**config.mk**
```make
export PLATFORM = sky130hd
export DESIGN_NAME = cfg_stream_parser
export DESIGN_NICKNAME = d
export VERILOG_FILES = /design/src/rtl/cfgp_pkg.sv /design/src/rtl/cfgp_sync_hunt.sv /design/src/rtl/cfgp_crc16.sv /design/src/rtl/cfgp_addr_gen.sv /design/src/rtl/cfg_stream_parser.sv
export SDC_FILE = /design/constraint.sdc
export NUM_CORES = 1
export LEC_CHECK = 0
export BUFFER_PORTS_ARGS = -buffer_cell sky130_fd_sc_hd__buf_4
export CAP_MARGIN = 20
export CORE_ASPECT_RATIO = 1.4
export CORE_MARGIN = 1.5
export CORE_UTILIZATION = 44
export CTS_CLUSTER_DIAMETER = 150
export DETAILED_ROUTE_END_ITERATION = 6
export GPL_ROUTABILITY_DRIVEN = 0
export PLACE_DENSITY = 0.59
export SLEW_MARGIN = 20
export SYNTH_ARGS = -nofsm -noshare
export SYNTH_HDL_FRONTEND = slang
export SYNTH_SLANG_ARGS = --single-unit
```
**constraint.sdc**
```tcl
create_clock -name clk -period 12.8 [get_ports clk]
set_clock_uncertainty 0.15 [all_clocks]
set_input_delay 0.64 -clock clk [delete_from_list [all_inputs] [get_ports clk]]
set_output_delay 0.64 -clock clk [all_outputs]
set_load 0.02 [all_outputs]
```
**src/rtl/cfgp_pkg.sv**
```systemverilog
`timescale 1ns/1ps
package cfgp_pkg;
  typedef enum logic [2:0] {ST_HUNT, ST_CMD, ST_PAY, ST_DATA, ST_TRAIL} pstate_e;

  localparam logic [31:0] SYNC_WORD = 32'h7EAA_997E;

  localparam logic [3:0] OP_SUB  = 4'd0;
  localparam logic [3:0] OP_BANK = 4'd1;
  localparam logic [3:0] OP_CRC  = 4'd2;
  localparam logic [3:0] OP_BOOT = 4'd4;
  localparam logic [3:0] OP_OSC  = 4'd5;
  localparam logic [3:0] OP_WID  = 4'd6;
  localparam logic [3:0] OP_HGT  = 4'd7;
  localparam logic [3:0] OP_OFS  = 4'd8;
  localparam logic [3:0] OP_MODE = 4'd9;

  localparam logic [31:0] SUB_WCFG   = 32'd1;
  localparam logic [31:0] SUB_RD_A   = 32'd2;
  localparam logic [31:0] SUB_WRAM   = 32'd3;
  localparam logic [31:0] SUB_RD_B   = 32'd4;
  localparam logic [31:0] SUB_CRCRST = 32'd5;
  localparam logic [31:0] SUB_WAKE   = 32'd6;
  localparam logic [31:0] SUB_REBOOT = 32'd8;

  localparam logic [31:0] MODE_WARM_OFF = 32'd0;
  localparam logic [31:0] MODE_COLD_ON  = 32'd16;
  localparam logic [31:0] MODE_WARM_ON  = 32'd32;

  localparam logic [15:0] CRC_POLY = 16'h1021;
  localparam logic [15:0] CRC_SEED = 16'hFFFF;

  function automatic logic [15:0] crc16_step(input logic [15:0] c, input logic [7:0] d);
    logic [15:0] r;
    r = c;
    for (int i = 7; i >= 0; i--) begin
      if (r[15] ^ d[i]) r = {r[14:0], 1'b0} ^ CRC_POLY;
      else              r = {r[14:0], 1'b0};
    end
    return r;
  endfunction
endpackage

```
**src/rtl/cfgp_sync_hunt.sv**
```systemverilog
`timescale 1ns/1ps
module cfgp_sync_hunt
  import cfgp_pkg::*;
(
  input  logic       clk,
  input  logic       rst_n,
  input  logic       clr,
  input  logic       shift,
  input  logic [7:0] din,
  output logic       hit
);
  logic [23:0] hist_q;

  assign hit = ({hist_q, din} == SYNC_WORD);

  always_ff @(posedge clk) begin
    if (!rst_n || clr) hist_q <= '0;
    else if (shift)    hist_q <= {hist_q[15:0], din};
  end

  AST_HIST_CLEAR: assert property (@(posedge clk) disable iff (!rst_n)
    clr |=> (hist_q == 24'd0)) else $error("history not cleared");
endmodule

```
**src/rtl/cfgp_crc16.sv**
```systemverilog
`timescale 1ns/1ps
module cfgp_crc16
  import cfgp_pkg::*;
(
  input  logic        clk,
  input  logic        rst_n,
  input  logic        init,
  input  logic        upd,
  input  logic [7:0]  din,
  output logic [15:0] crc_q,
  output logic [15:0] crc_nx
);
  assign crc_nx = crc16_step(crc_q, din);

  always_ff @(posedge clk) begin
    if (!rst_n)    crc_q <= CRC_SEED;
    else if (init) crc_q <= CRC_SEED;
    else if (upd)  crc_q <= crc_nx;
  end

  AST_CRC_SEED: assert property (@(posedge clk) disable iff (!rst_n)
    init |=> (crc_q == CRC_SEED)) else $error("crc not seeded");
  AST_CRC_IDLE: assert property (@(posedge clk) disable iff (!rst_n)
    (!init && !upd) |=> $stable(crc_q)) else $error("crc moved while idle");
endmodule

```
**src/rtl/cfgp_addr_gen.sv**
```systemverilog
`timescale 1ns/1ps
module cfgp_addr_gen #(
  parameter int DIM_W = 16
) (
  input  logic             clk,
  input  logic             rst_n,
  input  logic             start,
  input  logic             step,
  input  logic [DIM_W-1:0] width,
  input  logic [DIM_W-1:0] height,
  input  logic [DIM_W-1:0] offset,
  output logic [DIM_W-1:0] row,
  output logic [DIM_W-1:0] col,
  output logic             empty,
  output logic             last,
  output logic             active
);
  localparam int AREA_W = 2 * DIM_W;
  localparam int CNT_W  = AREA_W - 3;

  logic [AREA_W-1:0] area;
  logic [CNT_W-1:0]  count, rem_q;
  logic [DIM_W-1:0]  row_q, col_q;
  logic [DIM_W:0]    col_adv;

  assign area    = AREA_W'(width) * AREA_W'(height);
  assign count   = area[AREA_W-1:3];
  assign empty   = (count == '0);
  assign active  = (rem_q != '0);
  assign last    = (rem_q == CNT_W'(1));
  assign row     = row_q;
  assign col     = col_q;
  assign col_adv = {1'b0, col_q} + (DIM_W+1)'(8);

  always_ff @(posedge clk) begin
    if (!rst_n) begin
      row_q <= '0;
      col_q <= '0;
      rem_q <= '0;
    end else if (start) begin
      row_q <= offset;
      col_q <= '0;
      rem_q <= count;
    end else if (step && active) begin
      rem_q <= rem_q - CNT_W'(1);
      if (col_adv >= {1'b0, width}) begin
        col_q <= DIM_W'(col_adv - {1'b0, width});
        row_q <= row_q + DIM_W'(1);
      end else begin
        col_q <= DIM_W'(col_adv);
      end
    end
  end

  AST_COL_IN_ROW: assert property (@(posedge clk) disable iff (!rst_n)
    active |-> (col_q < width)) else $error("column beyond width");
  AST_ROW_FORWARD: assert property (@(posedge clk) disable iff (!rst_n)
    (step && active && !start) |=> (row_q >= $past(row_q))) else $error("row went back");
endmodule

```
**src/rtl/cfg_stream_parser.sv**
```systemverilog
`timescale 1ns/1ps
module cfg_stream_parser
  import cfgp_pkg::*;
#(
  parameter int DIM_W   = 16,
  parameter int BANK_W  = 2,
  parameter int BADDR_W = 24
) (
  input  logic               clk,
  input  logic               rst_n,
  input  logic               in_valid,
  input  logic [7:0]         in_data,
  output logic               in_ready,
  output logic               mw_valid,
  input  logic               mw_ready,
  output logic               mw_bram,
  output logic [BANK_W-1:0]  mw_bank,
  output logic [DIM_W-1:0]   mw_row,
  output logic [DIM_W-1:0]   mw_col,
  output logic [7:0]         mw_data,
  output logic [BANK_W-1:0]  bank_sel,
  output logic [DIM_W-1:0]   bank_width,
  output logic [DIM_W-1:0]   bank_height,
  output logic [DIM_W-1:0]   bank_offset,
  output logic [BADDR_W-1:0] boot_addr,
  output logic [1:0]         osc_range,
  output logic               cold_boot_en,
  output logic               warm_boot_en,
  output logic               synced,
  output logic               done,
  output logic               wakeup,
  output logic               crc_err,
  output logic               fmt_err,
  output logic               unsup
);
  pstate_e     state_q;
  logic [3:0]  op_q, left_q;
  logic [23:0] pay_q;
  logic        trail_q;
  logic        acc, sync_hit;
  logic        exec_fire, known, sub_known;
  logic [3:0]  exec_op;
  logic [31:0] exec_val;
  logic        crc_init, crc_upd;
  logic [15:0] crc_q, crc_nx;
  logic        ag_start, ag_step, ag_empty, ag_last, ag_active;
  logic [DIM_W-1:0] ag_row, ag_col;

  assign in_ready = !mw_valid || mw_ready;
  assign acc      = in_valid && in_ready;
  assign synced   = (state_q != ST_HUNT);

  // command execution happens on the byte that completes the command
  always_comb begin
    exec_fire = 1'b0;
    exec_op   = op_q;
    exec_val  = {pay_q, in_data};
    if (acc && state_q == ST_CMD && in_data[3:0] == 4'd0) begin
      exec_fire = 1'b1;
      exec_op   = in_data[7:4];
      exec_val  = '0;
    end else if (acc && state_q == ST_PAY && left_q == 4'd1) begin
      exec_fire = 1'b1;
    end
    sub_known = (exec_val == SUB_WCFG)   || (exec_val == SUB_RD_A) ||
                (exec_val == SUB_WRAM)   || (exec_val == SUB_RD_B) ||
                (exec_val == SUB_CRCRST) || (exec_val == SUB_WAKE) ||
                (exec_val == SUB_REBOOT);
    unique case (exec_op)
      OP_SUB:  known = sub_known;
      OP_BANK, OP_CRC, OP_BOOT, OP_OSC,
      OP_WID, OP_HGT, OP_OFS, OP_MODE: known = 1'b1;
      default: known = 1'b0;
    endcase
  end

  assign crc_upd  = acc && (state_q != ST_HUNT);
  assign crc_init = (acc && state_q == ST_HUNT && sync_hit) ||
                    (exec_fire && exec_op == OP_SUB && exec_val == SUB_CRCRST);
  assign ag_start = exec_fire && exec_op == OP_SUB &&
                    (exec_val == SUB_WCFG || exec_val == SUB_WRAM);
  assign ag_step  = acc && (state_q == ST_DATA);

  cfgp_sync_hunt u_sync (
    .clk(clk), .rst_n(rst_n), .clr(state_q != ST_HUNT),
    .shift(acc && state_q == ST_HUNT), .din(in_data), .hit(sync_hit)
  );

  cfgp_crc16 u_crc (
    .clk(clk), .rst_n(rst_n), .init(crc_init), .upd(crc_upd),
    .din(in_data), .crc_q(crc_q), .crc_nx(crc_nx)
  );

  cfgp_addr_gen #(.DIM_W(DIM_W)) u_addr (
    .clk(clk), .rst_n(rst_n), .start(ag_start), .step(ag_step),
    .width(bank_width), .height(bank_height), .offset(bank_offset),
    .row(ag_row), .col(ag_col), .empty(ag_empty), .last(ag_last),
    .active(ag_active)
  );

  always_ff @(posedge clk) begin
    if (!rst_n) begin
      state_q      <= ST_HUNT;
      op_q         <= '0;
      left_q       <= '0;
      pay_q        <= '0;
      trail_q      <= 1'b0;
      bank_sel     <= '0;
      bank_width   <= '0;
      bank_height  <= '0;
      bank_offset  <= '0;
      boot_addr    <= '0;
      osc_range    <= '0;
      cold_boot_en <= 1'b0;
      warm_boot_en <= 1'b0;
      done         <= 1'b0;
      wakeup       <= 1'b0;
      crc_err      <= 1'b0;
      fmt_err      <= 1'b0;
      unsup        <= 1'b0;
      mw_bram      <= 1'b0;
      mw_bank      <= '0;
    end else begin
      wakeup <= 1'b0;
      unique case (state_q)
        ST_HUNT: if (acc && sync_hit) state_q <= ST_CMD;
        ST_CMD: if (acc) begin
          op_q   <= in_data[7:4];
          left_q <= in_data[3:0];
          pay_q  <= '0;
          if (in_data[3:0] != 4'd0) state_q <= ST_PAY;
        end
        ST_PAY: if (acc) begin
          pay_q  <= {pay_q[15:0], in_data};
          left_q <= left_q - 4'd1;
          if (left_q == 4'd1) state_q <= ST_CMD;
        end
        ST_DATA: if (acc && ag_last) begin
          state_q <= ST_TRAIL;
          trail_q <= 1'b0;
        end
        ST_TRAIL: if (acc) begin
          if (in_data != 8'd0) begin
            fmt_err <= 1'b1;
            state_q <= ST_HUNT;
          end else if (trail_q) begin
            state_q <= ST_CMD;
          end else begin
            trail_q <= 1'b1;
          end
        end
        default: state_q <= ST_HUNT;
      endcase

      if (exec_fire) begin
        if (!known) begin
          fmt_err <= 1'b1;
          state_q <= ST_HUNT;
        end else begin
          unique case (exec_op)
            OP_BANK: bank_sel    <= exec_val[BANK_W-1:0];
            OP_BOOT: boot_addr   <= exec_val[BADDR_W-1:0];
            OP_OSC:  osc_range   <= exec_val[1:0];
            OP_WID:  bank_width  <= exec_val[DIM_W-1:0];
            OP_HGT:  bank_height <= exec_val[DIM_W-1:0];
            OP_OFS:  bank_offset <= exec_val[DIM_W-1:0];
            OP_CRC:  if (crc_nx != 16'd0) crc_err <= 1'b1;
            OP_MODE: begin
              if (exec_val == MODE_WARM_OFF) warm_boot_en <= 1'b0;
              if (exec_val == MODE_COLD_ON)  cold_boot_en <= 1'b1;
              if (exec_val == MODE_WARM_ON)  warm_boot_en <= 1'b1;
            end
            OP_SUB: begin
              if (exec_val == SUB_RD_A || exec_val == SUB_RD_B) unsup <= 1'b1;
              if (exec_val == SUB_WAKE) begin
                wakeup <= 1'b1;
                done   <= 1'b1;
              end
              if (ag_start) begin
                mw_bram <= (exec_val == SUB_WRAM);
                mw_bank <= bank_sel;
                trail_q <= 1'b0;
                state_q <= ag_empty ? ST_TRAIL : ST_DATA;
              end
            end
            default: ;
          endcase
        end
      end
    end
  end

  always_ff @(posedge clk) begin
    if (!rst_n) begin
      mw_valid <= 1'b0;
      mw_row   <= '0;
      mw_col   <= '0;
      mw_data  <= '0;
    end else if (ag_step) begin
      mw_valid <= 1'b1;
      mw_row   <= ag_row;
      mw_col   <= ag_col;
      mw_data  <= in_data;
    end else if (mw_ready) begin
      mw_valid <= 1'b0;
    end
  end

  AST_WRITE_HELD: assert property (@(posedge clk) disable iff (!rst_n)
    (mw_valid && !mw_ready) |=> (mw_valid && $stable(mw_data) && $stable(mw_row) && $stable(mw_col)))
    else $error("held write changed");
  AST_WRITE_FROM_DATA: assert property (@(posedge clk) disable iff (!rst_n)
    $rose(mw_valid) |-> ($past(state_q) == ST_DATA)) else $error("write outside data");
  AST_WAKE_SINGLE: assert property (@(posedge clk) disable iff (!rst_n)
    wakeup |=> !wakeup) else $error("wakeup too long");
  AST_DONE_STICKY: assert property (@(posedge clk) disable iff (!rst_n)
    done |=> done) else $error("done dropped");
  AST_CRCERR_STICKY: assert property (@(posedge clk) disable iff (!rst_n)
    crc_err |=> crc_err) else $error("crc_err dropped");
  AST_FMTERR_STICKY: assert property (@(posedge clk) disable iff (!rst_n)
    fmt_err |=> fmt_err) else $error("fmt_err dropped");
  AST_ADDR_IDLE_OUTSIDE: assert property (@(posedge clk) disable iff (!rst_n)
    (state_q != ST_DATA) |-> !ag_active) else $error("address walk outside data");
endmodule

```
After elaboration in Yosys (flattened, before gate mapping)
Cells that the tools add are included.

word-level totals
  bits in registers = 264
  word-level logic and storage cells = 199
  output and inout port bits = 129

cells by class
  mux-type cells = 58
  equality and inequality tests = 26
  bitwise logic cells = 17
  add/subtract/negate cells = 5
  reductions and logical operators = 62
  multiply operators = 1
  order comparisons = 1

operators with widths
  kind                                                                  number
  13-bit 2-to-1 mux                                                     8
  32-bit by 3-bit == test with 1-bit output, second input constant      3
  32-bit by 2-bit == test with 1-bit output, second input constant      2
  16-bit 2-to-1 mux                                                     4
  29-bit 2-to-1 mux                                                     2
  24-bit 2-to-1 mux                                                     2
  24-bit one-hot mux with 2 select lines                                1
  3-bit 2-to-1 mux                                                      14
  32-bit by 1-bit == test with 1-bit output, second input constant      1
  32-bit by 31-bit == test with 1-bit output, second input constant     1
  32-bit by 4-bit == test with 1-bit output, second input constant      1
  32-bit by 5-bit == test with 1-bit output, second input constant      1
  32-bit by 6-bit == test with 1-bit output, second input constant      1
  32-bit logical NOT                                                    1
  16-bit by 16-bit multiplier with 32-bit output                        1
  32-bit 2-to-1 mux                                                     1
  29-bit by 1-bit == test with 1-bit output, second input constant      1
  29-bit logical NOT                                                    1
  29-bit nonzero test                                                   1
  29-bit by 1-bit subtractor with 29-bit output, second input constant  1
  4-bit AND reduction                                                   7
  3-bit inverter                                                        8
  3-bit AND reduction                                                   7
  1-bit 2-to-1 mux                                                      19
  32 further kinds                                                      81

Longest topological paths before layout
Gate-level depths: netlist of the first run.

  depth in word-level cells = 18
  mapped depth = 24

Hierarchy
Synthesis of the first run repeated with hierarchy kept, for this count alone.

unflattened totals
  cells, all modules = 2477
  area total of the unflattened synthesis = 21169.1 um^2

by module, submodules not included
  module             cells each  sequential area each (um^2)  area an instance (um^2)  instances
  cfgp_addr_gen      1537        1221.2                       12732.2                  1
  cfg_stream_parser  758         3263.1                       6527.5                   1
  cfgp_crc16         92          320.3                        954.7                    1
  cfgp_sync_hunt     90          480.5                        954.7                    1

Least setup slack after synthesis of the first run
No wires, ideal clock.

  kind = reg-to-reg
  from = reg bank_height[9]
  to = reg state_q[2]
  period minus slack after synthesis = 7.189 ns
  path slack = 5.611 ns
  stages on the path, launching flop included = 25
  required time = 12.554 ns
  data arrival time = 6.943 ns
  cell sequence = dfxtp_1 -> clkbuf_1 -> clkbuf_1 -> nand2_1 -> fa_1 -> inv_1 -> fa_1 -> inv_1 -> fa_1 -> inv_1 -> fa_1 -> fa_1 -> inv_1 -> fa_1 -> inv_1 -> ha_1 -> nand2_1 -> nor4_1 -> or4b_1 -> a21oi_1 -> nor3_1 -> a2bb2oi_1 -> or4_1 -> or3_1 -> o41ai_2

between the ends
  longest elaborated chain between the ends = 7

ends and longest elaborated chain
  what                                            RTL line                  source
  start: declaration                              cfg_stream_parser.sv:23   output logic [DIM_W-1:0] bank_height,
  start signal: assignment                        cfg_stream_parser.sv:165  OP_HGT: bank_height <= exec_val[DIM_W-1:0];
  16-bit by 16-bit multiplier with 32-bit output  cfgp_addr_gen.sv:26       assign area = AREA_W'(width) * AREA_W'(height);
  29-bit logical NOT                              cfgp_addr_gen.sv:28       assign empty = (count == '0);
  3-bit 2-to-1 mux                                cfg_stream_parser.sv:183  state_q <= ag_empty ? ST_TRAIL : ST_DATA;
  3-bit 2-to-1 mux                                cfg_stream_parser.sv:179  if (ag_start) begin
  3-bit 2-to-1 mux                                cfg_stream_parser.sv:160  unique case (exec_op)
  3-bit 2-to-1 mux                                cfg_stream_parser.sv:156  if (!known) begin
  3-bit 2-to-1 mux                                cfg_stream_parser.sv:155  if (exec_fire) begin
  end signal: assignment                          cfg_stream_parser.sv:183
  end: declaration                                cfg_stream_parser.sv:36   pstate_e state_q;

No other way between the ends.
A chain may end at the register's enable or synchronous reset.

Final worst setup path of the first run
  from = reg bank_width[4]
  to = reg state_q[2]

between the ends
  longest elaborated chain between the ends = 7

ends and longest elaborated chain
  what                                            RTL line                  source
  start: declaration                              cfg_stream_parser.sv:22   output logic [DIM_W-1:0] bank_width,
  start signal: assignment                        cfg_stream_parser.sv:164  OP_WID: bank_width <= exec_val[DIM_W-1:0];
  16-bit by 16-bit multiplier with 32-bit output  cfgp_addr_gen.sv:26
  29-bit logical NOT                              cfgp_addr_gen.sv:28
  3-bit 2-to-1 mux                                cfg_stream_parser.sv:183
  3-bit 2-to-1 mux                                cfg_stream_parser.sv:179
  3-bit 2-to-1 mux                                cfg_stream_parser.sv:160
  3-bit 2-to-1 mux                                cfg_stream_parser.sv:156
  3-bit 2-to-1 mux                                cfg_stream_parser.sv:155

No other way between the ends.

==> results of run 1 <==
-- power by group through the flow --
stage / clock network, uW / registers [uW] / logic, uW
after detailed placement: 0 / 844 / 50.9
after CTS: 936 / 825 / 51.0
final: 918 / 825 / 50.9
after global placement: 0 / 844 / 50.5
after floorplan: 0 / 844 / 33.7
after global routing: 968 / 825 / 55.0
-- cell usage in the layout, fill, tap and decap left out, types with 24 or more instances in the layout --
cell type and instances:
and2_1 132, dfxtp_1 264, nor3_1 42, buf_4 156
fa_1 195, inv_1 269, nor2_1 211, nand2_1 385
ha_1 124, a22oi_1 28, o21ai_0 51, a21oi_1 166
mux2i_1 79, xor2_1 24, or3_1 24, nor4_1 25
clkbuf_16 27, xnor2_1 53, nand3_1 35
-- worst max path at each step --
| stage | from | to | slack [ps] |
|---|---|---|---|
| 6_report | bank_width[4]$_SDFFE_PN0P_ | state_q[2]$_SDFF_PN0_ | 5010 |
| 5_1_grt | bank_width[4]$_SDFFE_PN0P_ | state_q[2]$_SDFF_PN0_ | 4630 |
| 4_1_cts | bank_width[4]$_SDFFE_PN0P_ | state_q[2]$_SDFF_PN0_ | 5020 |
| 3_5_place_dp | bank_width[4]$_SDFFE_PN0P_ | state_q[2]$_SDFF_PN0_ | 5040 |
| 3_3_place_gp | bank_width[0]$_SDFFE_PN0P_ | state_q[2]$_SDFF_PN0_ | 5100 |
| 2_1_floorplan | bank_height[9]$_SDFFE_PN0P_ | state_q[2]$_SDFF_PN0_ | 5610 |
-- routing by layer --
layer | part of all wire [%] | wire length [um] | track usage [%] | up-vias
li1 | - | - | - | 8587
met1 | 39 | 25000 | 29.9 | 9016
met2 | 51 | 32600 | 46.9 | 521
met3 | 4.8 | 3090 | 3.44 | 142
met4 | 4.7 | 3000 | 11.8 | 0
met5 | 0 | 0 | 0 | -
-- sequential cells by signal, summed over array words and instances (netlist names), 2 cells and up --
signal,count
u_crc.crc_q,16
state_q,3
mw_row,16
boot_addr,24
mw_data,8
u_addr.col,16
left_q,4
op_q,4
osc_range,2
bank_height,16
u_addr.row,16
pay_q,24
bank_width,16
u_addr.rem_q,29
u_sync.hist_q,24
bank_offset,16
mw_col,16
mw_bank,2
bank_sel,2
-- cell families (layout without fill, tap and decap cells) --
group           after synthesis  in the layout  synth area share, %
fa+ha+maj                   319            319                 25.6
buf+inv                     413            476                 7.55
flops                       264            264                 24.8
mux                          79             79                 3.71
other cells                   0              1                    0
xor+xnor                     77             77                 3.17
simple gates                968            968                 21.6
compound gates              439            439                 13.6
-- layout make-up --
cell class | count | share of cell area, %
Clock buffer | 39 | 3.33
Sequential cell | 264 | 22.3
Tap cell | 630 | 3.32
Inverter | 270 | 4.29
Clock inverter | 10 | 0.971
Multi-Input combinational cell | 1882 | 60.8
Antenna cell | 1 | 0.0105
Timing Repair Buffer | 157 | 4.98
-- critical path, delay by kind of cell (launching register included) --
kind	cells	cell delay (ps)
adder cells (fa/ha/maj)	7	3590
AO/OA/AOI/OAI	3	610
buffers and inverters	3	150
flip-flops	1	1050
AND/OR/NAND/NOR	7	2170
-- stage by stage --
| stage | setup WS, ps | utilization (%) | hold slack (ps) |
|---|---|---|---|
| finish | 5010 | 49.5 | 236 |
| detailed placement | 5040 | 47.4 | 296 |
| global placement | 5100 | 47.4 | 289 |
| CTS | 5020 | 49.5 | 212 |
| global route | 4630 | 49.5 | 243 |
| floorplan | 5610 | - | 282 |
==> flow_metrics.env, run 1 <==
export IMPL_crit_path_start_kind="flop"
export IMPL_grt_max_degree=105
export IMPL_p_sw_uw=390
export IMPL_drive_gt1_share_pct=9.19
export IMPL_die_w_um=189
export IMPL_pin_count=141
export IMPL_grt_pass1_vias=19000
export IMPL_coreArea_mm2=0.0479
export IMPL_crit_arrival_ps=8110
export IMPL_fin_nets=2933
export IMPL_numCtsBuffers=27
export IMPL_cts_tree="done"
export IMPL_rsz0062_at_grt="false"
export IMPL_ff_latch_area_mm2=0.00529
export IMPL_slowest_stage="dfxtp_1"
export IMPL_fin_crit_sh_pct=60.8
export IMPL_cts_setup_buffers=0
export IMPL_ys_types=87
export IMPL_fmax_mhz=128
export IMPL_status="finished clean"
export IMPL_grt_ovfl_total=0
export IMPL_min_period_ps=7790
export IMPL_seq_power_share_pct=46.0
export IMPL_cp_end_kind="flop"
export IMPL_synth_warnings=0
export IMPL_avgSynthCellArea_um2=8.32
export IMPL_hold_viol_final=0
export IMPL_fin_setup_tns_ps=0
export IMPL_synthToLayoutAreaGrowth_pct=11.4
export IMPL_drt_pass1_iterations=6
export IMPL_relSlewSlack_pct=25.5
export IMPL_placed_cells=3203
export IMPL_async_reset_ff_share_pct=0
export IMPL_setup_violations_final=0
export IMPL_rows=95
export IMPL_clk_pin_slew_ps=80
export IMPL_synth_cells=2559
export IMPL_reg2reg_to="state_q[2]$_SDFF_PN0_"
export IMPL_tightest_slew_ps=1120
export IMPL_synth_ff_latch_count=264
export IMPL_path_cells="nand2_1 -> fa_1 -> inv_1 -> fa_1 -> fa_1 -> fa_1 -> fa_1 -> inv_1 -> fa_1 -> inv_1 -> ha_1 -> nand2_1 -> nor4_1 -> or4b_1 -> a21oi_1 -> nor3_1 -> a2bb2oi_1 -> or4_1 -> or3_1 -> o41ai_2"
export IMPL_place_area_mm2=0.0227
export IMPL_synth_top_cells_by_area="dfxtp_1 (25%), fa_1 (18%), ha_1 (7.3%), nand2_1 (6.8%), inv_1 (4.7%)"
export IMPL_r2r_cells=20
export IMPL_hpwlAfterDp_mm=46.2
export IMPL_hold_depth=3
export IMPL_leakagePower_uw=0.0107
export IMPL_clk_latency_ps=560
export IMPL_fill_cells=4629
export IMPL_synthTopCellsByCount="nand2_1 (386), inv_1 (269), dfxtp_1 (264)"
export IMPL_final_cell_area_mm2=0.0237
export IMPL_portBuffers=140
export IMPL_comb_power_share_pct=2.8
export IMPL_via_count=18300
export IMPL_ant_nets=0
export IMPL_synth_area_mm2=0.0213
export IMPL_clock_root_buffer="clkbuf_16"
export IMPL_multi_input_comb_area_mm2=0.0144
export IMPL_ctsHoldBuffers=0
export IMPL_drv_cap=0
export IMPL_min_from="in_valid"
export IMPL_yosysTopAreaCell="dfxtp_1"
export IMPL_fin_cells=3253
export IMPL_slew_violations=0
export IMPL_yosysTopAreaCellShare_pct=24.8
export IMPL_design_power_total_uw=1790
export IMPL_die_h_um=263
export IMPL_grt_pass1_wl_mm=103
export IMPL_crit_required_ps=13120
export IMPL_synthFlopType="dfxtp_1"
export IMPL_reg2reg_from="bank_width[4]$_SDFFE_PN0P_"
export IMPL_drc=0
export IMPL_cp_max_fo=19
export IMPL_sw_frac_of_total_pct=21.7
export IMPL_cts_max_level=1
export IMPL_synth_edff_count=0
export IMPL_max_vdd_ir_drop_uv=104
export IMPL_wl_per_cell_um=19.6
export IMPL_grt_total_usage_pct=25.8
export IMPL_dieArea_mm2=0.0497
export IMPL_clockBufferDepth=3
export IMPL_viasPerCell=5.62
export IMPL_clkPwrFrac_pct=51.2
export IMPL_hp_class="in2reg"
export IMPL_critPathMaxStageDelay_ps=1050
export IMPL_wirelength_mm=63.7
export IMPL_numClockSinks=264
export IMPL_yosysMostFrequentCell="nand2_1"
export IMPL_intPower_uw=1400
export IMPL_ctsResizeCount=0
export IMPL_syn_nets=2890
export IMPL_p_per_area_mw_per_mm2=75.6
export IMPL_start_util_pct=44.4
export IMPL_reg2reg_slack_ps=5010
export IMPL_critPathKind="reg2reg"
export IMPL_min_to="mw_valid$_SDFFE_PN0P_"
export IMPL_drt_iter0_markers=1148
export IMPL_antenna_found_initial=1
export IMPL_yosysSeqAreaShare_pct=24.8
export IMPL_cpMostUsedCell="fa_1"
No activity file was read; power rests on OpenSTA's default activity.
==> inputs of run 2 (changes only) <==
ABC_AREA = 1   (was default)
clock period = 8.1 ns   (was 12.8 ns; I/O delays follow)
==> run 2 against run 1 <==
  * Combinational power grew 80%
  * Maximum frequency grew 12%
  * Critical path depth grew 6
  * Global-route usage grew 0.54 points
  * Die area grew 7.1%
  * Power grew 53%
  * Critical path type unchanged
==> flow_metrics.env, run 2 <==
export IMPL_numClockSinks=264
export IMPL_largest_reg_flops=29
export IMPL_yosysTopAreaCell="dfxtp_1"
export IMPL_yosysSeqAreaShare_pct=23.2
export IMPL_die_h_um=272
export IMPL_relSlewSlack_pct=30.1
export IMPL_cts_max_level=1
export IMPL_fin_crit_sh_pct=86.2
export IMPL_synth_top_cells_by_area="dfxtp_1 (23%), fa_1 (17%), nand2_1 (14%), inv_1 (11%), ha_1 (6.8%)"
export IMPL_async_reset_ff_share_pct=0
export IMPL_drt_iter0_markers=1441
export IMPL_diodes=0
export IMPL_min_from="in_data[7]"
export IMPL_drt_pass1_iterations=5
export IMPL_critPathKind="reg2reg"
export IMPL_pin_count=141
export IMPL_drive_gt1_share_pct=8.15
export IMPL_ant_nets=0
export IMPL_wirelength_mm=70.3
export IMPL_fin_setup_tns_ps=0
export IMPL_clock_root_buffer="clkbuf_16"
export IMPL_fin_nets=3709
export IMPL_p_per_area_mw_per_mm2=109
export IMPL_cp_end_kind="flop"
export IMPL_holdWs_ps=34.4
export IMPL_drv_cap=0
export IMPL_leakagePower_uw=0.0138
export IMPL_dieArea_mm2=0.0533
export IMPL_synthToLayoutAreaGrowth_pct=10.4
export IMPL_final_cell_mix="nand2_1 (827), inv_1 (690), nor2_1 (356)"
export IMPL_crit_path_start_kind="flop"
export IMPL_grt_pass1_wl_mm=111
export IMPL_hp_class="in2reg"
export IMPL_grt_ovfl_total=0
export IMPL_cp_max_fo=18
export IMPL_slew_violations=0
export IMPL_cpMostUsedCell="nand2_1"
export IMPL_coreArea_mm2=0.0511
export IMPL_final_common_cell="nand2_1"
export IMPL_via_count=20800
export IMPL_grt_pass1_vias=20900
export IMPL_reg2reg_slack_ps=1120
export IMPL_fmax_mhz=143
export IMPL_critPathMaxStageDelay_ps=960
export IMPL_placed_cells=3994
export IMPL_min_period_ps=6980
export IMPL_numCtsBuffers=28
export IMPL_cp_top_family="adder cells"
export IMPL_crit_arrival_ps=7260
export IMPL_start_util_pct=44.6
export IMPL_cp_num_buf_inv=3
export IMPL_critPathLaunch="bank_width[6]$_SDFFE_PN0P_"
export IMPL_portBuffers=140
export IMPL_yosysMostFrequentCell="nand2_1"
export IMPL_synthFlopType="dfxtp_1"
export IMPL_hpwlAfterDp_mm=53.7
export IMPL_tightest_slew_ps=1050
export IMPL_clockBufferDepth=3
export IMPL_ctsResizeCount=0
export IMPL_clk_pin_slew_ps=70
export IMPL_clk_latency_ps=580
export IMPL_synth_cells=3331
export IMPL_synth_area_mm2=0.0228
export IMPL_grt_total_usage_pct=26.4
export IMPL_ctsHoldBuffers=4
export IMPL_ys_types=60
export IMPL_fin_cells=4050
export IMPL_syn_nets=3662
export IMPL_rsz0062_at_grt="false"
export IMPL_reg2reg_from="bank_width[6]$_SDFFE_PN0P_"
export IMPL_synth_edff_count=0
export IMPL_status="finished clean"
export IMPL_top_register="u_addr.rem_q"
export IMPL_synth_warnings=0
export IMPL_hold_viol_final=0
export IMPL_grt_max_degree=100
export IMPL_wl_per_cell_um=17.4
export IMPL_synthTopCellsByCount="nand2_1 (827), inv_1 (690), nor2_1 (358)"
export IMPL_setup_violations_final=0
export IMPL_antenna_found_initial=0
export IMPL_rows=98
export IMPL_cts_tree="done"
export IMPL_cts_setup_buffers=0
export IMPL_crit_required_ps=8380
export IMPL_max_vdd_ir_drop_uv=146
export IMPL_slowest_stage="dfxtp_1"
export IMPL_viasPerCell=5.14
export IMPL_design_power_total_uw=2750
export IMPL_drc=0
export IMPL_avgSynthCellArea_um2=6.85
export IMPL_die_w_um=195
export IMPL_yosysTopAreaCellShare_pct=23.2
export IMPL_synth_ff_latch_count=264
-- run 2: cell count changes in the layout (fill, tap and decap cells not counted), sizes merged, moves of 26 or more --
cell and change:
or3 -26, xor2 +33, nand2 +449, mux2i -79
a22oi -28, o21ai +101, nor2 +156, inv +435
and2 -129, nand3 +69
-- run 2: worst reg2reg max path: cells and delay by family (launching register included) --
| family | cells | cell delay, ps |
|---|---|---|
| AOI/OAI and AO/OA | 1 | 60 |
| and+or+nand+nor | 15 | 1890 |
| adders and majority gates | 7 | 3610 |
| buffers and inverters | 3 | 170 |
| DFF | 1 | 960 |
-- run 2: path summary, 6_finish.rpt --
check                                             end  cells after the start
worst max register to register  state_q[0]$_SDFF_PN0_                     26
worst min register to register   crc_err$_SDFFE_PN0P_                      2
worst min-delay path            pay_q[7]$_SDFFE_PN0P_                      3
worst max-delay path            state_q[0]$_SDFF_PN0_                     26
-- run 2: kinds of logic (layout without fill, tap and decap cells) --
logic type	after synthesis	count (layout)	synth area share [%]
buffers and inverters	861	930	14.6
adder cells (fa/ha/maj)	319	319	23.9
XOR/XNOR	88	88	3.38
AO/OA/AOI/OAI	389	389	9.55
flip-flops	264	264	23.2
AND/OR/NAND/NOR	1410	1410	25.4
-- run 2: final cells by class --
type	instances	area (um^2)
fillers	5211	25900
multi-input cells	2206	14200
flip-flops and latches	264	5290
inverters	707	2660
repair buffers	171	1290
well taps	650	813
clock buffers	38	810
clock inverters	14	138
-- run 2: metal layers --
metal	GRT usage, %	wire length [um]	vias up
li1	-	-	10200
met4	11.9	3400	0
met1	30.3	27300	9956
met5	0	0	-
met3	3.05	3510	163
met2	48.7	36100	556
-- run 2: through the flow --
stage                     worst slack [ps]  util, %  cell area (um^2)
final                                 1120     49.3             25200
after floorplan                       1940        -             22800
after CTS                             1250     49.3             25200
after global routing                   789     49.3             25200
after detailed placement              1270     47.4             24200
after global placement                1250     47.4             24200
-- run 2: power by group --
| part | internal, uW | switching, uW | leakage [uW] |
|---|---|---|---|
| sequential | 1310 | 4.77 | 0.00213 |
| clock | 766 | 578 | 0.000464 |
| combinational | 23.4 | 68.4 | 0.0112 |
==> inputs of run 3 (changes only) <==
ABC_AREA = default   (was 1)
==> run 3 against run 2 <==
  * Via count down 13%
  * Global-route usage decreased by 0.48 points
  * Flip-flop and latch count unchanged
  * Die area fell by 6.6%
  * Worst setup slack lost 680 ps
  * Critical path depth shrank 7
  * Sequential power about the same
  * Utilization increased by 0.52 points
  * Largest cell class unchanged
==> flow_metrics.env, run 3 (synthesis gave the netlist of run 1 again) <==
export IMPL_clock_root_buffer="clkbuf_16"
export IMPL_rsz0062_at_grt="false"
export IMPL_reg2reg_from="bank_width[3]$_SDFFE_PN0P_"
export IMPL_rows=95
export IMPL_cts_tree="done"
export IMPL_ff_latch_area_mm2=0.00529
export IMPL_drt_iter0_markers=1179
export IMPL_drive_gt1_share_pct=9.88
export IMPL_max_vdd_ir_drop_uv=154
export IMPL_coreArea_mm2=0.0479
export IMPL_pin_count=141
export IMPL_met1_usage_pct=31.0
export IMPL_status="finished clean"
export IMPL_min_period_ps=7660
export IMPL_use_met2_pct=46.9
export IMPL_crit_path_start_kind="flop"
export IMPL_grt_pass1_wl_mm=103
export IMPL_die_w_um=189
export IMPL_drc=0
export IMPL_cts_max_level=1
export IMPL_hpwlAfterDp_mm=48.1
export IMPL_final_cell_mix="nand2_1 (385), inv_1 (269), dfxtp_1 (264)"
export IMPL_start_util_pct=44.4
export IMPL_top_usage_layer="met2"
export IMPL_leakagePower_uw=0.0108
export IMPL_numCtsBuffers=28
export IMPL_cp_end_kind="flop"
export IMPL_hold_viol_final=0
export IMPL_min_from="in_data[4]"
export IMPL_tightest_slew_ps=1070
export IMPL_fin_crit_sh_pct=94.6
export IMPL_setup_violations_final=0
export IMPL_setup_slack_ps=439
export IMPL_synthToLayoutAreaGrowth_pct=12.1
export IMPL_fin_nets=2952
export IMPL_hp_class="in2reg"
export IMPL_r2r_cells=19
export IMPL_grt_ovfl_total=0
export IMPL_slew_violations=0
export IMPL_dp_slack_ps=473
export IMPL_die_h_um=263
export IMPL_final_common_cell="nand2_1"
export IMPL_grt_max_degree=110
export IMPL_cp_max_fo=19
export IMPL_min_to="mw_data[4]$_SDFFE_PN0P_"
export IMPL_portBuffers=140
export IMPL_wirelength_mm=64.0
export IMPL_fmax_mhz=131
export IMPL_viasPerCell=5.56
export IMPL_crit_arrival_ps=7960
export IMPL_gr_usage_met3_pct=2.17
export IMPL_ctsHoldBuffers=1
export IMPL_relSlewSlack_pct=29.0
export IMPL_numClockSinks=264
export IMPL_p_per_area_mw_per_mm2=118
export IMPL_top_register="u_addr.rem_q"
export IMPL_dieArea_mm2=0.0497
export IMPL_fill_cells=4641
export IMPL_via_count=18200
export IMPL_multi_input_comb_area_mm2=0.0144
export IMPL_grt_pass1_vias=18700
export IMPL_ctsResizeCount=0
export IMPL_hold_depth=3
export IMPL_clockBufferDepth=3
export IMPL_largest_reg_flops=29
export IMPL_clk_pin_slew_ps=60
export IMPL_ant_nets=0
export IMPL_reg2reg_to="state_q[2]$_SDFF_PN0_"
export IMPL_antenna_found_initial=0
export IMPL_drt_pass1_iterations=5
export IMPL_drv_cap=0
export IMPL_crit_required_ps=8400
export IMPL_critPathKind="reg2reg"
export IMPL_clk_latency_ps=560
export IMPL_cts_setup_buffers=0
export IMPL_wl_per_cell_um=19.6
export IMPL_fin_setup_tns_ps=0
export IMPL_grt_total_usage_pct=25.9
export IMPL_reg2reg_slack_ps=440
export IMPL_diodes=0
-- run 3: per-layer routing --
metal | share of wire (%) | routed length [um]
met1 | 40 | 25600
met2 | 51 | 32800
met5 | 0 | 0
met4 | 4.6 | 2960
met3 | 4.2 | 2710
-- run 3: metrics by stage --
step / total power [uW] / util, % / instances / cell area [um^2] / hold slack [ps]
6_report: 2810 / 49.8 / 3273 / 23900 / 55.6
5_1_grt: 2890 / 49.8 / 3273 / 23900 / 58.5
4_1_cts: 2840 / 49.8 / 3273 / 23900 / 38.9
3_5_place_dp: 1410 / 47.7 / 3220 / 22800 / 297
3_3_place_gp: 1410 / 47.7 / 3220 / 22800 / 288
2_1_floorplan: 1390 / - / 2559 / 21300 / 282
-- run 3: how the worst max path moves through the flow --
stage,cells past startpoint,start,slack (ps),endpoint
3_5_place_dp,19,bank_width[3]$_SDFFE_PN0P_,470,state_q[2]$_SDFF_PN0_
5_1_grt,19,bank_width[3]$_SDFFE_PN0P_,110,state_q[2]$_SDFF_PN0_
4_1_cts,19,bank_width[3]$_SDFFE_PN0P_,430,state_q[2]$_SDFF_PN0_
2_1_floorplan,24,bank_height[9]$_SDFFE_PN0P_,910,state_q[2]$_SDFF_PN0_
3_3_place_gp,19,bank_width[3]$_SDFFE_PN0P_,600,state_q[2]$_SDFF_PN0_
6_report,19,bank_width[3]$_SDFFE_PN0P_,440,state_q[2]$_SDFF_PN0_
-- run 3: layout make-up --
cell class	count	share of cell area, %
Clock inverter	14	0.928
Multi-Input combinational cell	1882	60.5
Sequential cell	264	22.2
Timing Repair Buffer	175	5.52
Inverter	270	4.27
Clock buffer	38	3.35
Tap cell	630	3.30
-- run 3: critical path, cell delays in order, from the launching register on --
cell and delay (ps):
dfxtp_1 950, and2_1 250, fa_1 450, fa_1 530, fa_1 540, fa_1 530, fa_1 580, inv_1 70
fa_1 530, inv_1 50, ha_1 360, nand2_1 120, nor4_1 370, or4b_1 530, a21oi_1 180, nor3_1 70
a2bb2oi_1 150, or4_1 540, or3_1 330, o41ai_2 280
-- run 3: power breakdown --
group	switching, uW	total [uW]	internal [uW]	leakage [uW]
Clock	568	1430	858	0.000499
Sequential	2.76	1300	1300	0.00213
Combinational	61.9	81.7	19.8	0.00818
